--- config.mk ---
export PLATFORM = sky130hd
export DESIGN_NAME = excl_monitor
export DESIGN_NICKNAME = d
export VERILOG_FILES = /design/src/rtl/excl_monitor_pkg.sv /design/src/rtl/excl_resv_bit.sv /design/src/rtl/excl_tag.sv /design/src/rtl/excl_judge.sv /design/src/rtl/excl_monitor.sv
export SDC_FILE = /design/constraint.sdc
export NUM_CORES = 1
export LEC_CHECK = 0
export BUFFER_PORTS_ARGS = -buffer_cell sky130_fd_sc_hd__buf_2
export CAP_MARGIN = 15
export CELL_PAD_IN_SITES_DETAIL_PLACEMENT = 1
export CELL_PAD_IN_SITES_GLOBAL_PLACEMENT = 1
export CORE_MARGIN = 2
export CORE_UTILIZATION = 34
export CTS_CLUSTER_SIZE = 25
export DETAILED_ROUTE_END_ITERATION = 7
export PLACE_DENSITY = 0.74
export REMOVE_ABC_BUFFERS = 1
export SLEW_MARGIN = 5
export SYNTH_ARGS = -nofsm -noshare
export SYNTH_HDL_FRONTEND = slang
export SYNTH_SLANG_ARGS = --single-unit
--- constraint.sdc ---
create_clock -name clk -period 2 [get_ports clk]
set_clock_uncertainty 0.15 [all_clocks]
set_input_delay 0.6 -clock clk [delete_from_list [all_inputs] [get_ports clk]]
set_output_delay 0.6 -clock clk [all_outputs]
set_load 0.01 [all_outputs]
--- src/rtl/excl_monitor_pkg.sv ---
package excl_monitor_pkg;
  localparam int SIZE_W = 2;
  typedef enum logic [SIZE_W-1:0] {
    SZ_BYTE = 2'd0,
    SZ_HALF = 2'd1,
    SZ_WORD = 2'd2,
    SZ_RSVD = 2'd3
  } acc_size_e;
endpackage

--- src/rtl/excl_resv_bit.sv ---
module excl_resv_bit (
  input  logic clk,
  input  logic rst_n,
  input  logic kill,
  input  logic ld_req,
  input  logic st_req,
  output logic held
);
  logic held_q;

  always_ff @(posedge clk) begin
    if (!rst_n)      held_q <= 1'b0;
    else if (kill)   held_q <= 1'b0;
    else if (ld_req) held_q <= 1'b1;
    else if (st_req) held_q <= 1'b0;
  end

  assign held = held_q;
endmodule

--- src/rtl/excl_tag.sv ---
module excl_tag
  import excl_monitor_pkg::*;
#(
  parameter int ADDR_W     = 32,
  parameter bit MATCH_ADDR = 1'b1
) (
  input  logic              clk,
  input  logic              rst_n,
  input  logic              ld_req,
  input  logic [ADDR_W-1:0] ld_addr,
  input  logic [SIZE_W-1:0] ld_size,
  input  logic [ADDR_W-1:0] st_addr,
  input  logic [SIZE_W-1:0] st_size,
  output logic              hit
);
  localparam int TAG_W = ADDR_W + SIZE_W;

  generate
    if (MATCH_ADDR) begin : g_tag
      logic [TAG_W-1:0] tag_q;
      always_ff @(posedge clk) begin
        if (!rst_n)      tag_q <= '0;
        else if (ld_req) tag_q <= {ld_addr, ld_size};
      end
      assign hit = (tag_q == {st_addr, st_size});
    end else begin : g_notag
      assign hit = 1'b1;
    end
  endgenerate
endmodule

--- src/rtl/excl_judge.sv ---
module excl_judge (
  input  logic st_req,
  input  logic held,
  input  logic hit,
  input  logic kill,
  input  logic bus_fail,
  output logic wr_en,
  output logic st_status
);
  logic pass;

  always_comb begin
    pass      = held && hit && !kill && !bus_fail;
    wr_en     = st_req && pass;
    st_status = st_req && !pass;
  end
endmodule

--- src/rtl/excl_monitor.sv ---
module excl_monitor
  import excl_monitor_pkg::*;
#(
  parameter int ADDR_W     = 32,
  parameter bit MATCH_ADDR = 1'b1
) (
  input  logic              clk,
  input  logic              rst_n,
  input  logic              ld_req,
  input  logic [ADDR_W-1:0] ld_addr,
  input  logic [1:0]        ld_size,
  input  logic              st_req,
  input  logic [ADDR_W-1:0] st_addr,
  input  logic [1:0]        st_size,
  input  logic              clr_cmd,
  input  logic              exc_event,
  input  logic              bus_fail,
  output logic              wr_en,
  output logic              st_status
);
  logic kill;
  logic held;
  logic hit;

  assign kill = clr_cmd | exc_event;

  excl_resv_bit u_resv (
    .clk    (clk),
    .rst_n  (rst_n),
    .kill   (kill),
    .ld_req (ld_req),
    .st_req (st_req),
    .held   (held)
  );

  excl_tag #(
    .ADDR_W     (ADDR_W),
    .MATCH_ADDR (MATCH_ADDR)
  ) u_tag (
    .clk     (clk),
    .rst_n   (rst_n),
    .ld_req  (ld_req),
    .ld_addr (ld_addr),
    .ld_size (ld_size),
    .st_addr (st_addr),
    .st_size (st_size),
    .hit     (hit)
  );

  excl_judge u_judge (
    .st_req    (st_req),
    .held      (held),
    .hit       (hit),
    .kill      (kill),
    .bus_fail  (bus_fail),
    .wr_en     (wr_en),
    .st_status (st_status)
  );
endmodule

-- Yosys cells after proc, flatten, opt, wreduce, memory -nomap -nowiden
Index checks and enable logic that the tools add are counted.
Widths: inputs -> output; s select.
- word-level logic and storage cells: 17
- output and inout bits: 2
- bits in registers: 35
- equality and inequality tests: 1
- bitwise operators: 2
- multiplexer cells: 2
- reduce and logical (&&, ||, !) cells: 10
- operator list (operator ; count):
    $eq 34x34->1 ; 1
    $logic_and 1x1->1 ; 5
    $logic_not 1->1 ; 3
    $mux 1 ; 2
    $reduce_bool 2->1 ; 1
    $reduce_or 2->1 ; 1
    $not 1->1 ; 1
    $or 1x1->1 ; 1

-- Logic depth before layout (Yosys ltp)
- word-level depth: 6
- depth in mapped cells: 4
- gate-level depth less buffers: 4

-- By module
Synthesis repeated with hierarchy kept, for this count alone.
- cells, all modules: 163
- area total of the unflattened synthesis: 1717.9 µm²
- modules (own cells, without submodules) (module ; seq. area each (µm²) ; area each (µm²) ; times used ; cells an instance):
    excl_tag ; 680.7 ; 1646.6 ; 1 ; 155
    excl_resv_bit ; 20.0 ; 40.0 ; 1 ; 4
    excl_judge ; 0.0 ; 25.0 ; 1 ; 3
    excl_monitor ; 0.0 ; 6.3 ; 1 ; 1

-- Worst setup path before layout
OpenSTA, ideal clock, no wires.
- path type: input to output
- start point: input st_addr[14]
- end point: output wr_en
- data arrival time: 1.378 ns
- path slack: -0.128 ns
- buffers on the path: 0
- stages: 4
- cell sequence: xnor2_1 > nand4_1 > nor4_2 > and4_1
- longest elaborated chain between the ends: 5
- RTL lines (element ; RTL line ; text):
    from (decl) ; excl_monitor.sv:13 ; input logic [ADDR_W-1:0] st_addr,
    $eq 34x34->1 ; excl_tag.sv:25 ; assign hit = (tag_q == {st_addr, st_size});
    $logic_and 1x1->1 (3 in a row) ; excl_judge.sv:13 ; pass = held && hit && !kill && !bus_fail;
    $logic_and 1x1->1 ; excl_judge.sv:14 ; wr_en = st_req && pass;
    to (decl) ; excl_monitor.sv:18 ; output logic wr_en,
No other way between the ends.

-- Worst setup path after layout
- start point: input st_addr[20]
- end point: output wr_en
The elaborated chain is that of the path after synthesis.

==> results by group <==
Logic synthesis
  – Mapped Cells: 162
  – Number of distinct library cell variants in the gate-level netlist after synthesis: 16
  – Fraction of the yosys area taken by sequential cells: 41.0%
  – Warnings, synthesis: 0
  – Dominant cell type by area after synthesis: sky130_fd_sc_hd__dfxtp_1
  – Synthesized area per cell: 10.6 um^2
  – Top-area cell type share of the netlist area: 41.0%
  – Post-synthesis instance area: 0.00171 mm^2
  – Synth Register Bits: 35
  – Ranking of synthesized cells by area: sky130_fd_sc_hd__dfxtp_1, sky130_fd_sc_hd__mux2i_1, sky130_fd_sc_hd__xnor2_1, sky130_fd_sc_hd__nor2b_1, sky130_fd_sc_hd__nand4_1

STA
  – Worst slew margin: 81.5%
  – Post-route clock period utilization: 122%
  – Final setup slack of the worst path: -443 ps
  – Crit path time final: 2440 ps
  – Top achievable clock speed: 409 MHz
  – RSZ-0062 raised after global routing: true
  – Fin. max-slew vios: 0
  – Setup Viol. Count Final: 2
  – Total count of hold-check failures in the final report: 0
  – Hold slack final: 348 ps
  – Actual slew at the worst max-slew pin: 278 ps
  – Setup tns final: -833 ps

Setup path
  – Crit path largest cell delay: 340 ps
  – Endpoint of the worst-slack reg-to-reg timing path: u_resv.held$_SDFFE_PP0P_
  – Kind of critical path: in -> out
  – Critical-path top delay cell: sky130_fd_sc_hd__nor4_4
  – Reg2reg setup slack: 1140 ps
  – WP data required: 1250 ps
  – Number of gates on the worst path with buffers counted: 6
  – Number of cell instances on the worst register-to-register path: 2
  – Origin of the critical flop-to-flop path: u_resv.held$_SDFFE_PP0P_
  – Ordered cell list for the critical path: buf_6 > xnor2_2 > nand4_1 > nor4_4 > and4_1 > buf_2
  – Crit path DAT: 1690 ps
  – Termination of the worst setup path: wr_en
  – Crit path launch: st_addr[20]
  – Critical path buffers and inverters: 2
  – Endpoint class of the critical path: output port
  – Kind of start point of the critical path: primary input
  – Crit Path Max Fanout: 2
  – Delay-heaviest family, CP: simple AND/OR/NAND/NOR gates

GRT
  – GRT Resource Usage Total: 15.3%
  – First-pass GRT wire length: 6.38 mm
  – Via count of the first global-routing pass: 1480
  – Maximum number of pins on one net before global-route repair: 36
  – GRT Residual Overflow: 0
  – Antenna violations before repair: 0

Place
  – Pre-CTS setup slack: -479 ps
  – Detailed-placement wirelength estimate: 3.08 mm
  – Gp weighted congestion: 0.739
  – Port Buf Inserts: 76
  – Total placed cells including tap cells: 300

Routing
  – Average detailed-routed wire length per instance: 13.0 um
  – Aggregate routed wire length: 3.99 mm
  – Number of design-rule violations left by the first detailed-router iteration: 33
  – Vias per cell: 4.50
  – Drt pass-1 iters: 3
  – Detailed-route DRC error count: 0
  – Antenna-violating nets left: 0
  – Vias: 1376

Layout
  – Area growth syn-to-layout: 35.6%
  – Most common cell after layout, fill and taps aside: sky130_fd_sc_hd__buf_2
  – FILL cells: 566
  – Nets: 315
  – Final Util: 48.5%
  – Number of diodes added for antenna fixing: 0
  – Fin cells: 306
  – Commonest cells after routing, fill and taps aside: sky130_fd_sc_hd__buf_2, sky130_fd_sc_hd__mux2i_1, sky130_fd_sc_hd__nor2b_1, sky130_fd_sc_hd__dfxtp_1, sky130_fd_sc_hd__xnor2_1
  – Layout cell share with drive strength beyond 1: 37.2%

Floorplanning
  – I/O pin count: 77
  – Total Die Area: 0.00561 mm^2
  – X dimension of the die: 74.9 um
  – Die extent in y: 74.9 um
  – Core Footprint: 0.00479 mm^2
  – Starting density of the core: 35.7%
  – Cell Rows: 25

Clock network
  – Postcts setup bufs: 0
  – CTS sink cnt: 35
  – Clock transition at the register clock pins on the worst setup and hold paths after CTS: 60 ps
  – Number of buffers created by CTS: 5
  – CTS tree: done
  – Clock latency reported for the late side of the worst-skew pair: 280 ps
  – Max Root-Sink Buffers: 2
  – CTS HTree Levels: 2
  – Cell chosen for the clock root: sky130_fd_sc_hd__clkbuf_8

Power
  – PwrDens: 652 mW/mm^2
  – Peak VDD IR: 0.000338 V
  – Total leakage power: 0.00102 uW

Status
  – Violated checks: setup timing
  – Run status: finished, violations left

Hold path
  – Tightest Hold Check Type: in -> reg
  – Beginning of the worst hold path: clr_cmd

Job
  – Number of maximum-capacitance violations: 0
## worst min-delay path by stage
stage	end	slack (ps)	cells past startpoint
2_1_floorplan	u_resv.held$_SDFFE_PP0P_	340	2
3_3_place_gp	u_resv.held$_SDFFE_PP0P_	360	2
3_5_place_dp	u_tag.g_tag.tag_q[23]$_SDFFE_PN0P_	380	2
4_1_cts	u_resv.held$_SDFFE_PP0P_	340	2
5_1_grt	u_resv.held$_SDFFE_PP0P_	340	2
6_report	u_resv.held$_SDFFE_PP0P_	350	2
## cell usage after synthesis
library cell,n
sky130_fd_sc_hd__nor2_1,1
sky130_fd_sc_hd__a31oi_1,1
sky130_fd_sc_hd__inv_1,1
sky130_fd_sc_hd__buf_4,4
sky130_fd_sc_hd__nand4_1,8
sky130_fd_sc_hd__nor2b_1,34
sky130_fd_sc_hd__nor4_2,1
sky130_fd_sc_hd__and4_1,1
sky130_fd_sc_hd__nand3_1,1
sky130_fd_sc_hd__xnor2_1,34
sky130_fd_sc_hd__mux2i_1,34
sky130_fd_sc_hd__clkbuf_1,3
sky130_fd_sc_hd__dfxtp_1,35
sky130_fd_sc_hd__nor4b_1,2
sky130_fd_sc_hd__a21oi_1,1
sky130_fd_sc_hd__nor3_1,1
## cell families (layout without fill, tap and decap cells)
logic type	count (synthesis)	count (layout)	synth area share, %
AND/OR/NAND/NOR	49	49	18.4
flip-flops	35	35	41.0
XOR/XNOR	34	34	17.4
multiplexers	34	34	19.9
buffers and inverters	8	85	2.63
AO/OA/AOI/OAI	2	2	0.658
## where the power goes
part	switching, uW	leakage [uW]	internal [uW]	total (uW)
Combinational	107	0.000697	173	279
Clock	232	0.0000371	232	464
Sequential	30.0	0.000289	739	769
Total	369	0.00102	1140	1510
## sequential cells by signal (all words and copies together) (netlist names)
register and count:
u_tag.g_tag.tag_q 34, u_resv.held 1
## per-stage QoR
| step | power (uW) | instance area [um^2] |
|---|---|---|
| 5_1_grt | 1600 | 2320 |
| 3_3_place_gp | 1040 | 2170 |
| 4_1_cts | 1530 | 2270 |
| 3_5_place_dp | 1050 | 2170 |
| 2_1_floorplan | 914 | 1670 |
| 6_report | 1510 | 2320 |
## final cells by class
| cell class | count | area [um^2] | area share, % |
|---|---|---|---|
| clock buffers | 6 | 72.6 | 3.13 |
| flip-flops and latches | 35 | 702 | 30.3 |
| inverters | 1 | 3.75 | 0.162 |
| repair buffers | 78 | 443 | 19.1 |
| well taps | 67 | 83.8 | 3.61 |
| multi-input cells | 119 | 1010 | 43.7 |
## layer usage
metal	share of wire [%]	GRT usage, %	up-vias	wire [um]
met1	40	16.6	635	1590
met2	52	26.7	37	2090
met3	6.3	6.56	7	250
li1	-	-	697	-
met4	1.5	5.56	0	59
met5	0	0	-	0
## what timing repair did
item,in CTS,in global routing
resized for setup,4,7
hold endpoints to repair,0,0
hold buffers,0,0
pin swaps,6,5
setup endpoints to repair,2,2
gates cloned,0,0
Power figures use the tool's default switching activity.
